File: config.mk
export PLATFORM = sky130hd
export DESIGN_NAME = prn_port
export DESIGN_NICKNAME = d
export VERILOG_FILES = /design/src/rtl/prn_pkg.sv /design/src/rtl/prn_ctrl.sv /design/src/rtl/prn_datapath.sv /design/src/rtl/prn_port.sv
export SDC_FILE = /design/constraint.sdc
export NUM_CORES = 1
export LEC_CHECK = 0
export CORE_UTILIZATION = 47
export CTS_CLUSTER_DIAMETER = 40
export DETAILED_ROUTE_END_ITERATION = 16
export MAX_ROUTING_LAYER = met4
export PLACE_DENSITY = 0.83
export SLEW_MARGIN = 40
export SYNTH_ARGS = -nofsm -noshare
export SYNTH_HDL_FRONTEND = slang
export SYNTH_SLANG_ARGS = --single-unit
File: constraint.sdc
create_clock -name clk -period 2.5 [get_ports clk]
set_input_delay 0.5 -clock clk [delete_from_list [all_inputs] [get_ports clk]]
set_output_delay 0.5 -clock clk [all_outputs]
set_load 0.05 [all_outputs]
File: src/rtl/prn_pkg.sv
package prn_pkg;
  typedef enum logic [1:0] {RD_NONE, RD_DATA, RD_STAT, RD_CTRL} rdSel_e;

  typedef struct packed {
    logic   wrData;
    logic   wrCtrl;
    rdSel_e rdSel;
    logic   autoStrobe;
    logic   autoActive;
  } dpCmd_t;

  localparam int CTRL_STROBE_BIT = 0;
  localparam int CTRL_AUTO_BIT   = 4;
  localparam int STAT_ACK_BIT    = 6;
  localparam int STAT_READY_BIT  = 7;
endpackage

File: src/rtl/prn_ctrl.sv
module prn_ctrl
  import prn_pkg::*;
#(
  parameter int          ADDR_W       = 10,
  parameter logic [9:0]  BASE_ADDR    = 10'h378,
  parameter int          PULSE_CYCLES = 3
) (
  input  logic              clk,
  input  logic              rstN,
  input  logic [ADDR_W-1:0] busAddr,
  input  logic              busIoSel,
  input  logic              busRd,
  input  logic              busWr,
  input  logic              autoEn,
  input  logic              busySync,
  output dpCmd_t            cmd
);
  localparam int CW = $clog2(PULSE_CYCLES + 1);

  typedef enum logic [1:0] {ST_IDLE, ST_SETUP, ST_STROBE} aState_e;

  aState_e        state;
  logic [CW-1:0]  pulseCnt;
  logic           hitData, hitStat, hitCtrl;
  logic           active;

  assign hitData = busIoSel && (busAddr == ADDR_W'(BASE_ADDR));
  assign hitStat = busIoSel && (busAddr == ADDR_W'(BASE_ADDR + 10'd1));
  assign hitCtrl = busIoSel && (busAddr == ADDR_W'(BASE_ADDR + 10'd2));
  assign active  = (state != ST_IDLE);

  always_comb begin
    cmd            = '0;
    cmd.wrData     = busWr && hitData && !(autoEn && active);
    cmd.wrCtrl     = busWr && hitCtrl;
    cmd.autoStrobe = (state == ST_STROBE);
    cmd.autoActive = active;
    if (!busRd)       cmd.rdSel = RD_NONE;
    else if (hitData) cmd.rdSel = RD_DATA;
    else if (hitStat) cmd.rdSel = RD_STAT;
    else if (hitCtrl) cmd.rdSel = RD_CTRL;
    else              cmd.rdSel = RD_NONE;
  end

  always_ff @(posedge clk or negedge rstN) begin
    if (!rstN) begin
      state    <= ST_IDLE;
      pulseCnt <= '0;
    end else begin
      unique case (state)
        ST_IDLE: if (cmd.wrData && autoEn) state <= ST_SETUP;
        ST_SETUP: if (!busySync) begin
          state    <= ST_STROBE;
          pulseCnt <= CW'(PULSE_CYCLES - 1);
        end
        ST_STROBE: begin
          if (pulseCnt == '0) state <= ST_IDLE;
          else                pulseCnt <= pulseCnt - 1'b1;
        end
        default: state <= ST_IDLE;
      endcase
    end
  end

  // independent pulse-length observer for the assertions
  logic [15:0] chkLen;
  always_ff @(posedge clk or negedge rstN) begin
    if (!rstN)               chkLen <= '0;
    else if (cmd.autoStrobe) chkLen <= chkLen + 16'd1;
    else                     chkLen <= '0;
  end

  AST_PULSE_NOT_LONG: assert property (@(posedge clk) disable iff (!rstN)
    cmd.autoStrobe |-> chkLen < 16'(PULSE_CYCLES));
  AST_PULSE_FULL: assert property (@(posedge clk) disable iff (!rstN)
    $fell(cmd.autoStrobe) |-> chkLen == 16'(PULSE_CYCLES));
  AST_WAIT_READY: assert property (@(posedge clk) disable iff (!rstN)
    $rose(cmd.autoStrobe) |-> !$past(busySync));
  AST_NO_WR_WHILE_ACTIVE: assert property (@(posedge clk) disable iff (!rstN)
    (autoEn && active) |-> !cmd.wrData);
endmodule

File: src/rtl/prn_datapath.sv
module prn_datapath
  import prn_pkg::*;
#(
  parameter int DATA_W    = 8,
  parameter int SYNC_STG  = 2
) (
  input  logic              clk,
  input  logic              rstN,
  input  dpCmd_t            cmd,
  input  logic [DATA_W-1:0] busWdata,
  input  logic              prnBusy,
  input  logic              prnAck,
  output logic [DATA_W-1:0] busRdata,
  output logic [DATA_W-1:0] prnData,
  output logic              prnStrobe,
  output logic              autoEn,
  output logic              busySync
);
  logic [DATA_W-1:0]   dataReg, ctrlReg, statusVal;
  logic [SYNC_STG-1:0] busyPipe, ackPipe;
  logic                ackSync, statusReady;

  always_ff @(posedge clk or negedge rstN) begin
    if (!rstN) begin
      dataReg <= '0;
      ctrlReg <= '0;
    end else begin
      if (cmd.wrData) dataReg <= busWdata;
      if (cmd.wrCtrl) ctrlReg <= busWdata;
    end
  end

  always_ff @(posedge clk or negedge rstN) begin
    if (!rstN) begin
      busyPipe <= '0;
      ackPipe  <= '0;
    end else begin
      busyPipe <= {busyPipe[SYNC_STG-2:0], prnBusy};
      ackPipe  <= {ackPipe[SYNC_STG-2:0], prnAck};
    end
  end

  assign busySync    = busyPipe[SYNC_STG-1];
  assign ackSync     = ackPipe[SYNC_STG-1];
  assign statusReady = !busySync && !cmd.autoActive;
  assign autoEn      = ctrlReg[CTRL_AUTO_BIT];

  always_comb begin
    statusVal                 = '0;
    statusVal[STAT_READY_BIT] = statusReady;
    statusVal[STAT_ACK_BIT]   = ackSync;
  end

  always_comb begin
    unique case (cmd.rdSel)
      RD_DATA: busRdata = dataReg;
      RD_STAT: busRdata = statusVal;
      RD_CTRL: busRdata = ctrlReg;
      default: busRdata = '1;
    endcase
  end

  assign prnData   = dataReg;
  assign prnStrobe = ctrlReg[CTRL_STROBE_BIT] | cmd.autoStrobe;

  logic [1:0] rstAge;
  always_ff @(posedge clk or negedge rstN) begin
    if (!rstN)              rstAge <= '0;
    else if (rstAge != 2'd3) rstAge <= rstAge + 2'd1;
  end

  AST_BUSY_BLOCKS_READY: assert property (@(posedge clk) disable iff (!rstN)
    (rstAge == 2'd3 && $past(prnBusy) && $past(prnBusy, 2)) |-> !statusReady);
  AST_DATA_SETUP: assert property (@(posedge clk) disable iff (!rstN)
    $rose(cmd.autoStrobe) |-> $stable(prnData));
  AST_CTRL_READBACK: assert property (@(posedge clk) disable iff (!rstN)
    $past(cmd.wrCtrl) |-> ctrlReg == $past(busWdata));
  AST_DATA_HOLD: assert property (@(posedge clk) disable iff (!rstN)
    !$past(cmd.wrData) |-> $stable(prnData));
endmodule

File: src/rtl/prn_port.sv
module prn_port
  import prn_pkg::*;
#(
  parameter int         ADDR_W       = 10,
  parameter int         DATA_W       = 8,
  parameter logic [9:0] BASE_ADDR    = 10'h378,
  parameter int         PULSE_CYCLES = 3
) (
  input  logic              clk,
  input  logic              rstN,
  input  logic [ADDR_W-1:0] busAddr,
  input  logic              busIoSel,
  input  logic              busRd,
  input  logic              busWr,
  input  logic [DATA_W-1:0] busWdata,
  output logic [DATA_W-1:0] busRdata,
  output logic [DATA_W-1:0] prnData,
  output logic              prnStrobe,
  input  logic              prnBusy,
  input  logic              prnAck
);
  dpCmd_t cmd;
  logic   autoEn, busySync;

  prn_ctrl #(
    .ADDR_W(ADDR_W), .BASE_ADDR(BASE_ADDR), .PULSE_CYCLES(PULSE_CYCLES)
  ) ctrl_i (
    .clk(clk), .rstN(rstN), .busAddr(busAddr), .busIoSel(busIoSel),
    .busRd(busRd), .busWr(busWr), .autoEn(autoEn), .busySync(busySync),
    .cmd(cmd)
  );

  prn_datapath #(.DATA_W(DATA_W), .SYNC_STG(2)) dp_i (
    .clk(clk), .rstN(rstN), .cmd(cmd), .busWdata(busWdata),
    .prnBusy(prnBusy), .prnAck(prnAck), .busRdata(busRdata),
    .prnData(prnData), .prnStrobe(prnStrobe), .autoEn(autoEn),
    .busySync(busySync)
  );

  AST_STRAY_WRITE: assert property (@(posedge clk) disable iff (!rstN)
    (busWr && !(busIoSel && busAddr == ADDR_W'(BASE_ADDR))) |=> $stable(prnData));
endmodule

==> reports/results.ini, run 1 <==
[synthesis]
synth_edf_count=0
async_reset_ff_frac=1.00
synth_top_area_frac=0.514
synth_area_leader_cell=dfrtp_1
yosysWarningCount=0
synth_seq_area_share=0.514
synth.avg_cell_area_um2=11.3
netlist_area_um2=1170
synth_cell_types=31
synth_nets=129
ys.flop_type=dfrtp_1
yosys_register_bits=24
synthTopCellsByArea=dfrtp_1, mux2_2, o21ai_0
netlist_instances=103

[grt]
grt_start_max_net_pins=25
grt_use_total=0.236
first_global_vias=977
grt_antenna_before_repair=0
grt_pass1_wl_um=4390
gr-total-overflow=0

[min_path]
hold_depth=0
holdPathEnd=dp_i.busyPipe[1]$_DFF_PN0_
holdCritStartpoint=dp_i.busyPipe[0]$_DFF_PN0_
hp-class=reg -> reg

[detailed_routing]
ant_nets=0
drtPass1Iterations=4
drcViolationCount=0
viasPerCell=5.47
drt_iter0_markers=8
routed_wirelength_um=2760
post_drt_wl_per_cell_um=15.5
vias=974

[placement]
post-dp-hpwl_um=2150
numPortBuffers=41
gp_congestion=0.741
pre_cts_ws_ns=0.0340
placed_cell_area_um2=1700

[floorplan]
die_y_um=51.9
io_pins=42
die_area_um2=2690
die_w_um=51.9
fp-row-count=17
core_area_um2=2280
initial_core_util=0.513

[timing]
rsz0062_at_grt=false
drv_slew=0
max_slew_margin=0.649
setup_tns_ns=0
fin_skew_ns=0.000636
finalCritPeriodShare=0.968
hold_viol_final=0
clock.fmax_ghz=0.413
setup_viol=0
setup_ws_ns=0.0806
fin_crit_ns=2.42
tightest_slew_ns=0.525

[clock_tree]
cts_inserted_buffers=3
root_buffer=clkbuf_4
cts_tree=done
clk_pin_slew_worst_paths_ns=0.12
clk_path_buf_depth=2
clock_latency_ns=0.31
clock-sinks=24
htreeDepth=1
hold_buffers=0
cts_resized=0
cts_setup_buffers=0

[setup_path]
r2r-start=ctrl_i.state[1]$_DFFE_PN0P_
critPathRequiredTime_ns=2.00
crit_family=buffers and inverters
r2r_slack_ns=1.00
critPathArrivalTime_ns=1.92
r2r_end=dp_i.prnData[3]$_DFFE_PN0N_
slowest_stage=clkdlybuf4s50_1
crit_path_frequent_cell=nand3b_1
critical_path_class=in -> out
path_buf_inv=3
worstPathMaxFanout=5
startpoint_type=input pin
max_stage_delay_ns=0.40
path_cells=clkdlybuf4s50_1 > nand3b_1 > nor2_4 > nand3_2 > buf_4 > nand3b_1 > buf_12
worst_setup_path_end_kind=output port
rr_worst_depth=3

[power_and_ir_drop]
p_per_area_nw_per_um2=450
p_sw_w=0.000169
swShare=0.214
power.internal_w=0.000623
seq_power_share=0.511
peakVddDrop_mv=0.473
comb_power_share=0.146
p_leak_nw=0.791
power.total_w=0.000793
power_frac_clock=0.343

[final_layout]
post-route-util=0.774
syn_to_final_growth_pct=50.6
mostFrequentLayoutCell=clkdlybuf4s50_1
drive_gt1_frac=0.280
nNetsFinal=177
fin_area_um2=1760
diodes=0
layout_common_cells=clkdlybuf4s50_1, dfrtp_1, mux2_2

[outcome]
outcome=finished clean

[job]
max_cap_viol_count=0

## layout make-up
class / instances / area (µm²)
Sequential cell: 24 / 601
Multi-Input combinational cell: 72 / 538
Timing Repair Buffer: 47 / 523
Tap cell: 28 / 35.0
Clock buffer: 3 / 22.5
Inverter: 3 / 11.3
Fill cell: 140 / 515
Clock inverter: 1 / 30.0
## power by group through the flow
stage	registers, W	logic (W)	clock network [W]
2_1_floorplan	0.000415	0.0000452	0
3_3_place_gp	0.000412	0.000107	0
3_5_place_dp	0.000413	0.000115	0
4_1_cts	0.000405	0.000116	0.000275
5_1_grt	0.000406	0.000130	0.000293
6_report	0.000405	0.000116	0.000272
## synth_stat cells (2+ instances only)
master / count
clkbuf_1: 2
nor2_1: 4
dfrtp_1: 24
mux2_2: 15
nand3b_1: 7
nand3_1: 2
inv_1: 3
o21ai_0: 11
nand2_1: 11
a21oi_1: 3
## worst max-delay path by stage
stage | endpoint | slack, ns | from | cells past startpoint
after floorplan | busRdata[7] | 0.46 | busAddr[2] | 3
after global placement | busRdata[4] | 0.08 | busAddr[7] | 7
after detailed placement | busRdata[4] | 0.03 | busAddr[7] | 7
after CTS | busRdata[4] | 0.03 | busAddr[7] | 7
after global routing | busRdata[4] | 0.02 | busAddr[7] | 7
final | busRdata[4] | 0.08 | busAddr[7] | 7
## sequential cells by signal (all words and copies together), names as in the netlist
name / flops
ctrl_i.pulseCnt: 2
ctrl_i.state: 2
dp_i.ackPipe: 2
dp_i.busyPipe: 2
dp_i.ctrlReg: 8
dp_i.prnData: 8
## worst reg2reg max path, delay by kind of cell, from the launching register on
family           cells  cell delay [ns]
flip-flops           1             0.49
multiplexers         1             0.36
AND/OR/NAND/NOR      1             0.35
AO/OA/AOI/OAI        1             0.20
## stage by stage
step | hold slack (ns) | cells
3_5_place_dp | 0.345 | 174
2_1_floorplan | 0.204 | 103
5_1_grt | 0.383 | 178
4_1_cts | 0.373 | 178
6_report | 0.371 | 178
3_3_place_gp | 0.334 | 174
## cell families after synthesis
group | count (synthesis) | synth area share
AO/OA/AOI/OAI | 17 | 0.0803
adder cells (fa/ha/maj) | 1 | 0.0107
buffers and inverters | 7 | 0.0321
flip-flops | 24 | 0.514
multiplexers | 16 | 0.157
AND/OR/NAND/NOR | 38 | 0.206
## metal layers
metal / wire [µm] / GRT usage
met1: 1110 / 0.262
met2: 1460 / 0.432
met3: 158 / 0.0234
met4: 36 / 0.0856
met5: 0 / -
Power figures use the tool's default switching activity.
==> run 2, diff against run 1 <==
CAP_MARGIN = 10   (was default)
CORE_MARGIN = 1.5   (was default)
==> reports/results.ini, run 2 (synthesized netlist as in run 1, its figures left out) <==
[final_layout]
multi_input_area_um2=536  ; was 538 µm²
drive_gt1_frac=0.273  ; was 0.280
diodes=0  ; unchanged
seqCellArea_um2=601  ; unchanged
syn_to_final_growth_pct=50.7  ; was 50.6%
fill_cells=146  ; was 140
layout_common_cells=clkdlybuf4s50_1, dfrtp_1, mux2_2  ; unchanged
fin_area_um2=1760  ; about the same
nNetsFinal=177  ; unchanged
mostFrequentLayoutCell=clkdlybuf4s50_1  ; unchanged

[grt]
first_global_vias=1032  ; was 977
grt_use_total=0.230  ; was 0.236
grt_pass1_wl_um=4470  ; was 4390 µm
grt_antenna_before_repair=0  ; unchanged
grt_start_max_net_pins=25  ; unchanged
gr-total-overflow=0  ; unchanged

[timing]
fin_crit_ns=2.45  ; was 2.42 ns
hold_viol_final=0  ; unchanged
setup_viol=0  ; unchanged
rsz0062_at_grt=false  ; unchanged
tightest_slew_ns=0.512  ; was 0.525 ns
setup_tns_ns=0  ; unchanged
fin_skew_ns=0.0113  ; was 0.000636 ns
finalCritPeriodShare=0.980  ; was 0.968
max_slew_margin=0.658  ; was 0.649
drv_slew=0  ; unchanged
clock.fmax_ghz=0.408  ; was 0.413 GHz

[setup_path]
rr_worst_depth=3  ; unchanged
slowest_stage=clkdlybuf4s50_1  ; unchanged
critical_path_class=in -> out  ; unchanged
crit_cells=6  ; was 7
critPathRequiredTime_ns=2.00  ; about the same
startpoint_type=input pin  ; unchanged
crit_family=buffers and inverters  ; unchanged
worstPathMaxFanout=12  ; was 5
max_stage_delay_ns=0.44  ; was 0.40 ns
path_cells=clkdlybuf4s50_1 > buf_4 > nor2_1 > nand2_1 > nand3b_1 > buf_12  ; was clkdlybuf4s50_1 > nand3b_1 > nor2_4 > nand3_2 > buf_4 > nand3b_1 > buf_12
critPathArrivalTime_ns=1.95  ; was 1.92 ns
path_buf_inv=3  ; unchanged
worst_setup_path_end_kind=output port  ; unchanged

[outcome]
outcome=finished clean  ; unchanged

[job]
max_cap_viol_count=0  ; unchanged

[min_path]
hp-class=reg -> reg  ; unchanged
hold_depth=0  ; unchanged

[clock_tree]
root_buffer=clkbuf_4  ; unchanged
clock-sinks=24  ; unchanged
htreeDepth=1  ; unchanged
clk_path_buf_depth=2  ; unchanged
clock_latency_ns=0.32  ; was 0.31 ns
clk_pin_slew_worst_paths_ns=0.12  ; about the same
cts_tree=done  ; unchanged
cts_inserted_buffers=3  ; unchanged
cts_setup_buffers=0  ; unchanged

[floorplan]
die_w_um=52.9  ; was 51.9 µm
die_area_um2=2790  ; was 2690 µm²
fp-row-count=17  ; unchanged
core_area_um2=2280  ; unchanged
io_pins=42  ; unchanged
die_y_um=52.9  ; was 51.9 µm
initial_core_util=0.513  ; unchanged

[detailed_routing]
viasPerCell=5.50  ; was 5.47
routed_wirelength_um=2720  ; was 2760 µm
drtPass1Iterations=6  ; was 4
vias=979  ; was 974
post_drt_wl_per_cell_um=15.3  ; was 15.5 µm
ant_nets=0  ; unchanged
drt_iter0_markers=17  ; was 8
drcViolationCount=0  ; unchanged

[power_and_ir_drop]
p_per_area_nw_per_um2=452  ; was 450 nW/µm²
p_leak_nw=0.794  ; was 0.791 nW
peakVddDrop_mv=0.417  ; was 0.473 mV

[placement]
numPortBuffers=41  ; unchanged
placed_cell_area_um2=1700  ; unchanged
post-dp-hpwl_um=2090  ; was 2150 µm
gp_congestion=0.846  ; was 0.741

run 2: final timing paths:
| path | start | end | slack [ns] |
|---|---|---|---|
| worst max register to register | ctrl_i.state[1]$_DFFE_PN0P_ | dp_i.prnData[3]$_DFFE_PN0N_ | 0.97 |
| worst max-delay path | busAddr[0] | busRdata[3] | 0.05 |
| worst min register to register | dp_i.ackPipe[0]$_DFF_PN0_ | dp_i.ackPipe[1]$_DFF_PN0_ | 0.36 |
| max in group asynchronous | rstN | dp_i.prnData[5]$_DFFE_PN0N_ | 1.75 |
| worst min-delay path | dp_i.ackPipe[0]$_DFF_PN0_ | dp_i.ackPipe[1]$_DFF_PN0_ | 0.36 |
| min in group asynchronous | rstN | dp_i.busyPipe[0]$_DFF_PN0_ | 0.51 |
run 2: cell type report:
class	instances	share of cell area
repair buffers	47	0.299
multi-input cells	72	0.304
well taps	28	0.0199
clock buffers	3	0.0128
flip-flops and latches	24	0.341
clock inverters	1	0.0170
inverters	3	0.00639
run 2: worst reg2reg max path, stage by stage (launching register included):
cell     delay [ns]
dfrtp_1        0.49
o21ai_0        0.24
and4_4         0.35
mux2_2         0.35
run 2: metrics by stage:
step / hold slack (ns) / utilization / setup slack [ns] / instances / power [W]
after global routing: 0.388 / 0.774 / 0.00344 / 178 / 0.000839
final: 0.362 / 0.774 / 0.0512 / 178 / 0.000796
after global placement: 0.333 / 0.747 / 0.140 / 174 / 0.000518
after CTS: 0.365 / 0.770 / 0.0694 / 178 / 0.000803
after floorplan: 0.204 / - / 0.461 / 103 / 0.000460
after detailed placement: 0.336 / 0.747 / 0.0862 / 174 / 0.000527
run 2: repair_timing:
item	in CTS	in global routing
hold buffers	0	0
gates resized for setup	0	2
endpoints found under the setup margin	0	2
run 2: metal layers:
layer,wire (µm),GRT usage,up-vias
met5,0,-,-
met4,35,0.0769,0
met3,205,0.0311,5
met2,1370,0.408,49
met1,1110,0.268,466
li1,-,-,459
run 2: where the power goes:
| part | switching, W | leakage, nW | total, W | internal [W] |
|---|---|---|---|---|
| clock | 0.000113 | 0.0279 | 0.000275 | 0.000162 |
| combinational | 0.0000535 | 0.445 | 0.000116 | 0.0000627 |
| sequential | 0.00000504 | 0.321 | 0.000404 | 0.000399 |
| total | 0.000171 | 0.794 | 0.000796 | 0.000624 |
